==> src/rtl/awd_pkg.sv <==
package awd_pkg;
  localparam int AWD_ADDR_W    = 36;
  localparam int AWD_PG_BITS   = 16;
  localparam int AWD_HI_W      = AWD_ADDR_W - AWD_PG_BITS;
  localparam int AWD_EXT_W     = AWD_ADDR_W - 32;
  localparam int AWD_SZ_W      = 32 - AWD_PG_BITS;
  localparam int AWD_WIDE_WINS = 8;
  localparam int AWD_PACK_BASE = 'h90;
  localparam int AWD_HOLE_LO   = 'h80;
  localparam int AWD_HOLE_HI   = 'h8F;

  typedef struct packed {
    logic                en;
    logic [3:0]          tgt;
    logic [7:0]          attr;
    logic [AWD_SZ_W-1:0] szm;
    logic [AWD_HI_W-1:0] base;
    logic [AWD_HI_W-1:0] remap;
  } awd_win_t;

  function automatic int awd_win_off(input int n);
    if (n < AWD_WIDE_WINS) return n * 16;
    return AWD_PACK_BASE + (n - AWD_WIDE_WINS) * 8;
  endfunction
endpackage

==> src/rtl/awd_regfile.sv <==
module awd_regfile
  import awd_pkg::*;
#(
  parameter int NUM_WIN   = 20,
  parameter int NUM_REMAP = 4,
  parameter int REG_AW    = 8
) (
  input  logic                       clk,
  input  logic                       rst,
  input  logic                       wr_en,
  input  logic                       rd_en,
  input  logic [REG_AW-1:0]          addr,
  input  logic [31:0]                wdata,
  output logic [31:0]                rdata,
  output awd_win_t [NUM_WIN-1:0]     win
);
  logic [31:0] rd_vec [NUM_WIN];
  logic [31:0] rd_mux;

  for (genvar w = 0; w < NUM_WIN; w++) begin : g_win
    localparam int  OFF     = awd_win_off(w);
    localparam bit  HAS_RMP = (w < NUM_REMAP);
    awd_win_t cfg_q;
    logic sel_c, sel_b, sel_l, sel_h;

    assign sel_c = (addr == REG_AW'(OFF));
    assign sel_b = (addr == REG_AW'(OFF + 4));
    assign sel_l = HAS_RMP && (addr == REG_AW'(OFF + 8));
    assign sel_h = HAS_RMP && (addr == REG_AW'(OFF + 12));

    always_ff @(posedge clk) begin
      if (rst) begin
        cfg_q <= '0;
      end else if (wr_en) begin
        if (sel_c) begin
          cfg_q.en   <= wdata[0];
          cfg_q.tgt  <= wdata[7:4];
          cfg_q.attr <= wdata[15:8];
          cfg_q.szm  <= wdata[31:16];
        end
        if (sel_b) cfg_q.base <= {wdata[AWD_EXT_W-1:0], wdata[31:16]};
        if (sel_l) cfg_q.remap[AWD_SZ_W-1:0] <= wdata[31:16];
        if (sel_h) cfg_q.remap[AWD_HI_W-1:AWD_SZ_W] <= wdata[AWD_EXT_W-1:0];
      end
    end

    assign rd_vec[w] =
        (sel_c ? {cfg_q.szm, cfg_q.attr, cfg_q.tgt, 3'b000, cfg_q.en} : 32'h0) |
        (sel_b ? {cfg_q.base[AWD_SZ_W-1:0], 12'h0, cfg_q.base[AWD_HI_W-1:AWD_SZ_W]} : 32'h0) |
        (sel_l ? {cfg_q.remap[AWD_SZ_W-1:0], 16'h0} : 32'h0) |
        (sel_h ? {28'h0, cfg_q.remap[AWD_HI_W-1:AWD_SZ_W]} : 32'h0);

    assign win[w] = cfg_q;
  end

  always_comb begin
    rd_mux = '0;
    for (int w = 0; w < NUM_WIN; w++) rd_mux = rd_mux | rd_vec[w];
  end

  always_ff @(posedge clk) begin
    if (rst)        rdata <= '0;
    else if (rd_en) rdata <= rd_mux;
  end

  AST_HOLE_READS_ZERO: assert property (@(posedge clk) disable iff (rst)
    (rd_en && addr >= REG_AW'(AWD_HOLE_LO) && addr <= REG_AW'(AWD_HOLE_HI)) |=> (rdata == 32'h0));
endmodule

==> src/rtl/awd_match.sv <==
module awd_match
  import awd_pkg::*;
#(
  parameter int NUM_WIN   = 20,
  parameter int NUM_REMAP = 4
) (
  input  awd_win_t [NUM_WIN-1:0]                 win,
  input  logic [AWD_ADDR_W-1:0]                  lk_addr,
  output logic [NUM_WIN-1:0]                     hit_vec,
  output logic [NUM_WIN-1:0][AWD_ADDR_W-1:0]     xlat
);
  for (genvar w = 0; w < NUM_WIN; w++) begin : g_cmp
    localparam bit HAS_RMP = (w < NUM_REMAP);
    logic [AWD_HI_W-1:0] keep_m;
    logic [AWD_HI_W-1:0] hi_rmp;

    assign keep_m  = {{(AWD_HI_W-AWD_SZ_W){1'b0}}, win[w].szm};
    assign hit_vec[w] = win[w].en &&
        (((lk_addr[AWD_ADDR_W-1:AWD_PG_BITS] ^ win[w].base) & ~keep_m) == '0);
    assign hi_rmp  = (win[w].remap & ~keep_m) |
                     (lk_addr[AWD_ADDR_W-1:AWD_PG_BITS] & keep_m);
    assign xlat[w] = HAS_RMP ? {hi_rmp, lk_addr[AWD_PG_BITS-1:0]} : lk_addr;
  end
endmodule

==> src/rtl/awd_select.sv <==
module awd_select
  import awd_pkg::*;
#(
  parameter int NUM_WIN = 20
) (
  input  logic                               clk,
  input  logic                               rst,
  input  logic                               lk_valid,
  input  logic [AWD_ADDR_W-1:0]              lk_addr,
  input  logic [NUM_WIN-1:0]                 hit_vec,
  input  logic [NUM_WIN-1:0][AWD_ADDR_W-1:0] xlat,
  input  logic [NUM_WIN-1:0][3:0]            tgt_vec,
  input  logic [NUM_WIN-1:0][7:0]            attr_vec,
  output logic                               out_valid,
  output logic                               out_hit,
  output logic [3:0]                         out_tgt,
  output logic [7:0]                         out_attr,
  output logic [AWD_ADDR_W-1:0]              out_addr
);
  logic [NUM_WIN-1:0]    grant;
  logic                  found;
  logic [3:0]            sel_tgt;
  logic [7:0]            sel_attr;
  logic [AWD_ADDR_W-1:0] sel_xlat;

  always_comb begin
    grant = '0;
    found = 1'b0;
    for (int i = 0; i < NUM_WIN; i++) begin
      if (hit_vec[i] && !found) begin
        grant[i] = 1'b1;
        found    = 1'b1;
      end
    end
  end

  always_comb begin
    sel_tgt  = '0;
    sel_attr = '0;
    sel_xlat = '0;
    for (int i = 0; i < NUM_WIN; i++) begin
      sel_tgt  = sel_tgt  | (tgt_vec[i]  & {4{grant[i]}});
      sel_attr = sel_attr | (attr_vec[i] & {8{grant[i]}});
      sel_xlat = sel_xlat | (xlat[i]     & {AWD_ADDR_W{grant[i]}});
    end
  end

  always_ff @(posedge clk) begin
    if (rst) begin
      out_valid <= 1'b0;
      out_hit   <= 1'b0;
      out_tgt   <= '0;
      out_attr  <= '0;
      out_addr  <= '0;
    end else begin
      out_valid <= lk_valid;
      out_hit   <= found;
      out_tgt   <= sel_tgt;
      out_attr  <= sel_attr;
      out_addr  <= found ? sel_xlat : lk_addr;
    end
  end

  AST_VALID_FOLLOWS: assert property (@(posedge clk) disable iff (rst)
    lk_valid |=> out_valid);
  AST_MISS_CLEAN: assert property (@(posedge clk) disable iff (rst)
    (out_valid && !out_hit) |-> (out_tgt == 4'h0 && out_attr == 8'h0));
  AST_MISS_PASSTHRU: assert property (@(posedge clk) disable iff (rst)
    (out_valid && !out_hit) |-> (out_addr == $past(lk_addr)));
  AST_OFFSET_KEPT: assert property (@(posedge clk) disable iff (rst)
    out_valid |-> (out_addr[AWD_PG_BITS-1:0] == $past(lk_addr[AWD_PG_BITS-1:0])));
endmodule

==> src/rtl/addr_window_decoder.sv <==
module addr_window_decoder
  import awd_pkg::*;
#(
  parameter int NUM_WIN   = 20,
  parameter int NUM_REMAP = 4,
  parameter int REG_AW    = 8
) (
  input  logic                  clk,
  input  logic                  rst,
  input  logic                  reg_wr,
  input  logic                  reg_rd,
  input  logic [REG_AW-1:0]     reg_addr,
  input  logic [31:0]           reg_wdata,
  output logic [31:0]           reg_rdata,
  input  logic                  lk_valid,
  input  logic [35:0]           lk_addr,
  output logic                  lk_out_valid,
  output logic                  lk_hit,
  output logic [3:0]            lk_target,
  output logic [7:0]            lk_attr,
  output logic [35:0]           lk_out_addr
);
  awd_win_t [NUM_WIN-1:0]                 win;
  logic [NUM_WIN-1:0]                     hit_vec;
  logic [NUM_WIN-1:0][AWD_ADDR_W-1:0]     xlat;
  logic [NUM_WIN-1:0][3:0]                tgt_vec;
  logic [NUM_WIN-1:0][7:0]                attr_vec;

  awd_regfile #(.NUM_WIN(NUM_WIN), .NUM_REMAP(NUM_REMAP), .REG_AW(REG_AW)) u_regs (
    .clk(clk), .rst(rst), .wr_en(reg_wr), .rd_en(reg_rd), .addr(reg_addr),
    .wdata(reg_wdata), .rdata(reg_rdata), .win(win)
  );

  awd_match #(.NUM_WIN(NUM_WIN), .NUM_REMAP(NUM_REMAP)) u_match (
    .win(win), .lk_addr(lk_addr), .hit_vec(hit_vec), .xlat(xlat)
  );

  for (genvar w = 0; w < NUM_WIN; w++) begin : g_fields
    assign tgt_vec[w]  = win[w].tgt;
    assign attr_vec[w] = win[w].attr;
  end

  awd_select #(.NUM_WIN(NUM_WIN)) u_sel (
    .clk(clk), .rst(rst), .lk_valid(lk_valid), .lk_addr(lk_addr),
    .hit_vec(hit_vec), .xlat(xlat), .tgt_vec(tgt_vec), .attr_vec(attr_vec),
    .out_valid(lk_out_valid), .out_hit(lk_hit), .out_tgt(lk_target),
    .out_attr(lk_attr), .out_addr(lk_out_addr)
  );

  AST_HIT_HAS_SOURCE: assert property (@(posedge clk) disable iff (rst)
    lk_hit |-> $past(|hit_vec));
endmodule

==> config.mk <==
export PLATFORM = sky130hd
export DESIGN_NAME = addr_window_decoder
export DESIGN_NICKNAME = d
export VERILOG_FILES = /design/src/rtl/awd_pkg.sv /design/src/rtl/awd_regfile.sv /design/src/rtl/awd_match.sv /design/src/rtl/awd_select.sv /design/src/rtl/addr_window_decoder.sv
export SDC_FILE = /design/constraint.sdc
export NUM_CORES = 2
export LEC_CHECK = 0
export CORE_AREA = 2 2 314 316
export CTS_CLUSTER_DIAMETER = 100
export DETAILED_ROUTE_END_ITERATION = 8
export DIE_AREA = 0 0 316 318
export PLACE_DENSITY = 0.83
export SLEW_MARGIN = 10
export SYNTH_ARGS = -nofsm -noshare
export SYNTH_HDL_FRONTEND = slang
export SYNTH_SLANG_ARGS = --single-unit
==> constraint.sdc <==
create_clock -name clk -period 2.7 [get_ports clk]
set_clock_uncertainty 0.15 [all_clocks]
set_input_delay 0.27 -clock clk [delete_from_list [all_inputs] [get_ports clk]]
set_output_delay 0.27 -clock clk [all_outputs]
set_load 0.05 [all_outputs]
==> qor.yml, run 1 <==
outcome:
  status: "did not finish"
  lastStage: "global routing (5_1_grt)"
  error: "[ERROR GRT-0116] Global routing finished with congestion. Check the congestion regions in the DRC Viewer."
clocking:
  cts_inserted_buffers: 121
  htreeDepth: 3
  clockRootBuffer: "clkbuf_16"
  cts_buffer_depth: 3
  cts_sinks: 1142
floorplan:
  die_h_um: 318
  initial_core_util: 0.5558
  io_pins: 163
  fp-row-count: 115
  die_x_um: 316
place:
  dp_hpwl_um: 251600
  port_buffers: 162
  place_congestion: 1.245
  dpl_worst_slack_ps: -1121
yosys:
  ys.flop_type: "dfxtp_1"
  yosysTopAreaCell: "dfxtp_1"
  netlist_instances: 7164
  synthTopCellsByArea: "dfxtp_1, nand2_1, a21oi_1"
  syn_nets: 7245
  synth-edff-count: 0
  synth_top_area_frac: 0.4222
  synth_warnings: 0
  synthArstFlopShare: 0
  yosysSeqAreaShare: 0.4222
  netlist_area_um2: 54150
  avgSynthCellArea_um2: 7.558
  synth.distinct_cells: 65
  ys_seq_elements: 1142
grt:
  grt_pass1_wl_um: 520500
  grt_overflow_total: 42
  grt_usage: 0.7232
  grt_pass1_vias: 68410
  grt_max_degree: 112
## cell families after synthesis
family	share of synthesized area
muxes	0.01798
and+or+nand+nor	0.2153
AOI/OAI and AO/OA	0.2273
buffers and inverters	0.05255
DFF	0.4222
xor gates and xnor gates	0.06470
## Yosys cell counts (all sizes together), types with 27 or more instances
| cell | n |
|---|---|
| xnor2 | 391 |
| a21oi | 1095 |
| o21ai | 61 |
| clkbuf | 582 |
| o211ai | 33 |
| o22ai | 141 |
| mux2 | 50 |
| nand2 | 2288 |
| and3 | 31 |
| a31oi | 27 |
| nor4 | 56 |
| nor2 | 172 |
| nand4 | 68 |
| and2 | 48 |
| nor3 | 50 |
| a22o | 149 |
| mux2i | 41 |
| nand3 | 102 |
| a22oi | 142 |
| a221oi | 198 |
| dfxtp | 1142 |
| buf | 97 |
## per-layer routing
layer / GRT overflow / GRT usage
met1: 0 / 0.7656
met2: 24 / 0.8850
met3: 1 / 0.5291
met4: 17 / 0.6882
met5: 0 / 0.2176
## repair_timing
action / 4_1_cts
gates resized for setup: 216
hold buffers: 37
buffers inserted: 23
endpoints found under the setup margin: 54
endpoints found under the hold margin: 339
pin swaps: 59
## through the flow
step | instance area (µm²) | TNS, ps | instances | util
after floorplan | 54520 | -1052 | 7164 | -
after global placement | 69460 | -329460 | 9591 | 0.7131
after CTS | 75180 | -6077 | 9866 | 0.7718
after detailed placement | 69460 | -399200 | 9591 | 0.7131
==> run 2, diff against run 1 <==
--- a/config.mk
+++ b/config.mk
@@ -5,11 +5,10 @@
 export SDC_FILE = /design/constraint.sdc
 export NUM_CORES = 2
 export LEC_CHECK = 0
-export CORE_AREA = 2 2 314 316
-export CTS_CLUSTER_DIAMETER = 100
+export CORE_AREA = 2 2 371 373
 export DETAILED_ROUTE_END_ITERATION = 8
-export DIE_AREA = 0 0 316 318
-export PLACE_DENSITY = 0.83
+export DIE_AREA = 0 0 373 375
+export PLACE_DENSITY_LB_ADDON = 0.15
 export SLEW_MARGIN = 10
 export SYNTH_ARGS = -nofsm -noshare
 export SYNTH_HDL_FRONTEND = slang
==> constraint.sdc (replaced) <==
create_clock -name clk -period 3.5 [get_ports clk]
set_clock_uncertainty 0.15 [all_clocks]
set_input_delay 0.35 -clock clk [delete_from_list [all_inputs] [get_ports clk]]
set_output_delay 0.35 -clock clk [all_outputs]
set_load 0.05 [all_outputs]
==> run 2 against run 1 <==
Effect of this change: the flow now finishes, with violations (setup timing); synthesized area stayed put; synthesized cell count stayed put.
==> qor.yml, run 2 <==
yosys:
  netlist_instances: 7164
  yosysMostFrequentCell: "nand2_1"
  netlist_area_um2: 54150
  synth-edff-count: 0
  synth_warnings: 0
  ys_seq_elements: 1142
  ys.flop_type: "dfxtp_1"
  yosysTopAreaCell: "dfxtp_1"
  yosysSeqAreaShare: 0.4222
  synthArstFlopShare: 0
  syn_nets: 7245
  synth.distinct_cells: 65
  synth_common_cells: "nand2_1, dfxtp_1, a21oi_1"
  synthTopCellsByArea: "dfxtp_1, nand2_1, a21oi_1"
  avgSynthCellArea_um2: 7.558
  synth_top_area_frac: 0.4222
clocking:
  cts_tree: "built"
  clock_latency_ps: 800
  clockRootBuffer: "clkbuf_16"
  cts_buffer_depth: 3
  clkTransAtPathRegs_ps: 60
  cts_inserted_buffers: 136
  cts_sinks: 1142
  htreeDepth: 4
routing:
  post_drt_wl_per_cell_um: 39.16
  drc: 0
  drt_iter0_drc: 11450
  wirelength_um: 387700
  vias: 65290
  antenna_left: 0
  first_pass_iters: 9
  vias_per_cell: 6.594
timing:
  fmax_mhz: 282.2
  fin_hold_ws_ps: 57.01
  timing.final.crit_share: 1.012
  relSlewSlack: 0.09009
  max_slew.worst_pin.slew_ps: 1351
  min_period_ps: 3543
  hold_viol: 0
  worst_slack_ps: -43.17
  setup_violations: 1
  drv_slew: 0
critical_path:
  cp.arrival_ps: 4120
  cp_common_cell: "buf_4"
  crit_type: "reg -> reg"
  cp_cell_sequence: "xnor2_1, o22ai_1, buf_4, nor2_1, and3_2, buf_4, nor4_1, buf_4, nand2_1, a31oi_1, buf_4"
  critPathRequiredTime_ps: 4080
  worst-path-max-fanout: 7
  critical_path.startpoint_type: "flop"
  end_kind: "flop"
  cp_slowest_cell: "nor4_1"
  critPathMaxStageDelay_ps: 1040
place:
  port_buffers: 162
  place_congestion: 1.113
  placed_area_um2: 65860
  dpl_worst_slack_ps: -817.9
  placed_cells: 9595
  dp_hpwl_um: 291800
grt:
  grt_overflow_total: 0
  grt_pass1_wl_um: 516500
  antenna_found_initial: 41
  grt_usage: 0.5359
  grt_pass1_vias: 59530
  grt_max_degree: 138
finish:
  stdcell_area_um2: 71150
  final_cell_mix: "nand2_1, dfxtp_1, a21oi_1"
  final_common_cell: "nand2_1"
  largest_reg_flops: 1060
  finalNetCount: 8054
  fin_cells: 9901
  drive_gt1_frac: 0.1950
  synthToLayoutAreaGrowth_pct: 31.40
power_and_ir_drop:
  vdd_drop_max_mv: 0.4429
  p_leak_nw: 24.63
  power_density_nw_per_um2: 427.1
  fin_total_pwr_mw: 30.39
floorplan:
  initial_core_util: 0.3973
  dieArea_um2: 139900
  core_area_um2: 136300
  die_x_um: 373
  die_h_um: 375
  fp-row-count: 136
  io_pins: 163
min_path:
  hp-class: "in -> reg"
outcome:
  violations: "setup timing"
  status: "complete, but fails checks"
run:
  maxCapViolCount: 0
==> run 2: cell counts after synthesis <==
Identical to the previous run, type by type.
==> run 2: logic make-up (layout without fill, tap and decap cells) <==
| kind of cell | Yosys count | in the layout | synth area share |
|---|---|---|---|
| simple gates | 2865 | 2865 | 0.2153 |
| compound gates | 1973 | 1973 | 0.2273 |
| flops | 1142 | 1142 | 0.4222 |
| buf+inv | 693 | 1610 | 0.05255 |
| xor+xnor | 400 | 400 | 0.06470 |
| mux | 91 | 91 | 0.01798 |
| other cells | 0 | 26 | 0 |
==> run 2: worst max-delay path, delay by kind of cell (launching register included) <==
kind / cells / cell delay (ps)
AOI/OAI and AO/OA: 2 / 390
xor gates and xnor gates: 1 / 130
buffers and inverters: 4 / 850
DFF: 1 / 450
and+or+nand+nor: 4 / 1510
==> run 2: through the flow <==
step | TNS, ps | util
detailed placement | -24370 | 0.4832
CTS | 0 | 0.5197
global placement | -23550 | 0.4832
finish | -43.17 | 0.5220
floorplan | 0 | -
global route | -18.77 | 0.5215
==> run 2: area by class of cell <==
cell class              count  area (µm²)
clock inverters            46       535.5
repair buffers           1350       12370
fillers                 13350       65150
diodes                     26       65.06
well taps                1794        2245
flip-flops and latches   1142       22880
clock buffers             200        4048
inverters                  14       52.55
multi-input cells        5329       28950
==> run 2: per-layer routing <==
metal | vias up | share of wire | GRT usage
met2 | 5775 | 0.40 | 0.7728
li1 | 26390 | - | -
met5 | - | 0.0011 | 0.01750
met4 | 22 | 0.12 | 0.5137
met1 | 31340 | 0.34 | 0.6071
met3 | 1767 | 0.13 | 0.1954
==> run 2: timing repair <==
| action | CTS | global route |
|---|---|---|
| endpoints found under the hold margin | 118 | 0 |
| pin swaps | 4 | 5 |
| buffers inserted | 2 | 2 |
| hold buffers | 28 | 0 |
| setup endpoints to repair | 32 | 32 |
| resized for setup | 20 | 45 |
==> run 2: path summary, 6_finish.rpt <==
path | startpoint | to | slack (ps) | cells past startpoint
max | u_regs.win[27]$_SDFFE_PP0P_ | u_sel.out_addr[33]$_SDFF_PP0_ | -40 | 11
min | reg_wdata[18] | u_regs.win[2]$_SDFFE_PP0P_ | 60 | 3
max reg2reg | u_regs.win[27]$_SDFFE_PP0P_ | u_sel.out_addr[33]$_SDFF_PP0_ | -40 | 11
min reg2reg | u_regs.win[540]$_SDFFE_PP0P_ | u_regs.win[540]$_SDFFE_PP0P_ | 320 | 2
==> run 2: power by group <==
part | total (mW) | switching [mW] | internal, mW
clock network | 15.0 | 6.30 | 8.70
registers | 13.1 | 0.0549 | 13.0
logic | 2.29 | 1.60 | 0.688
total | 30.4 | 7.95 | 22.4
(Power assumes the default switching activity.)
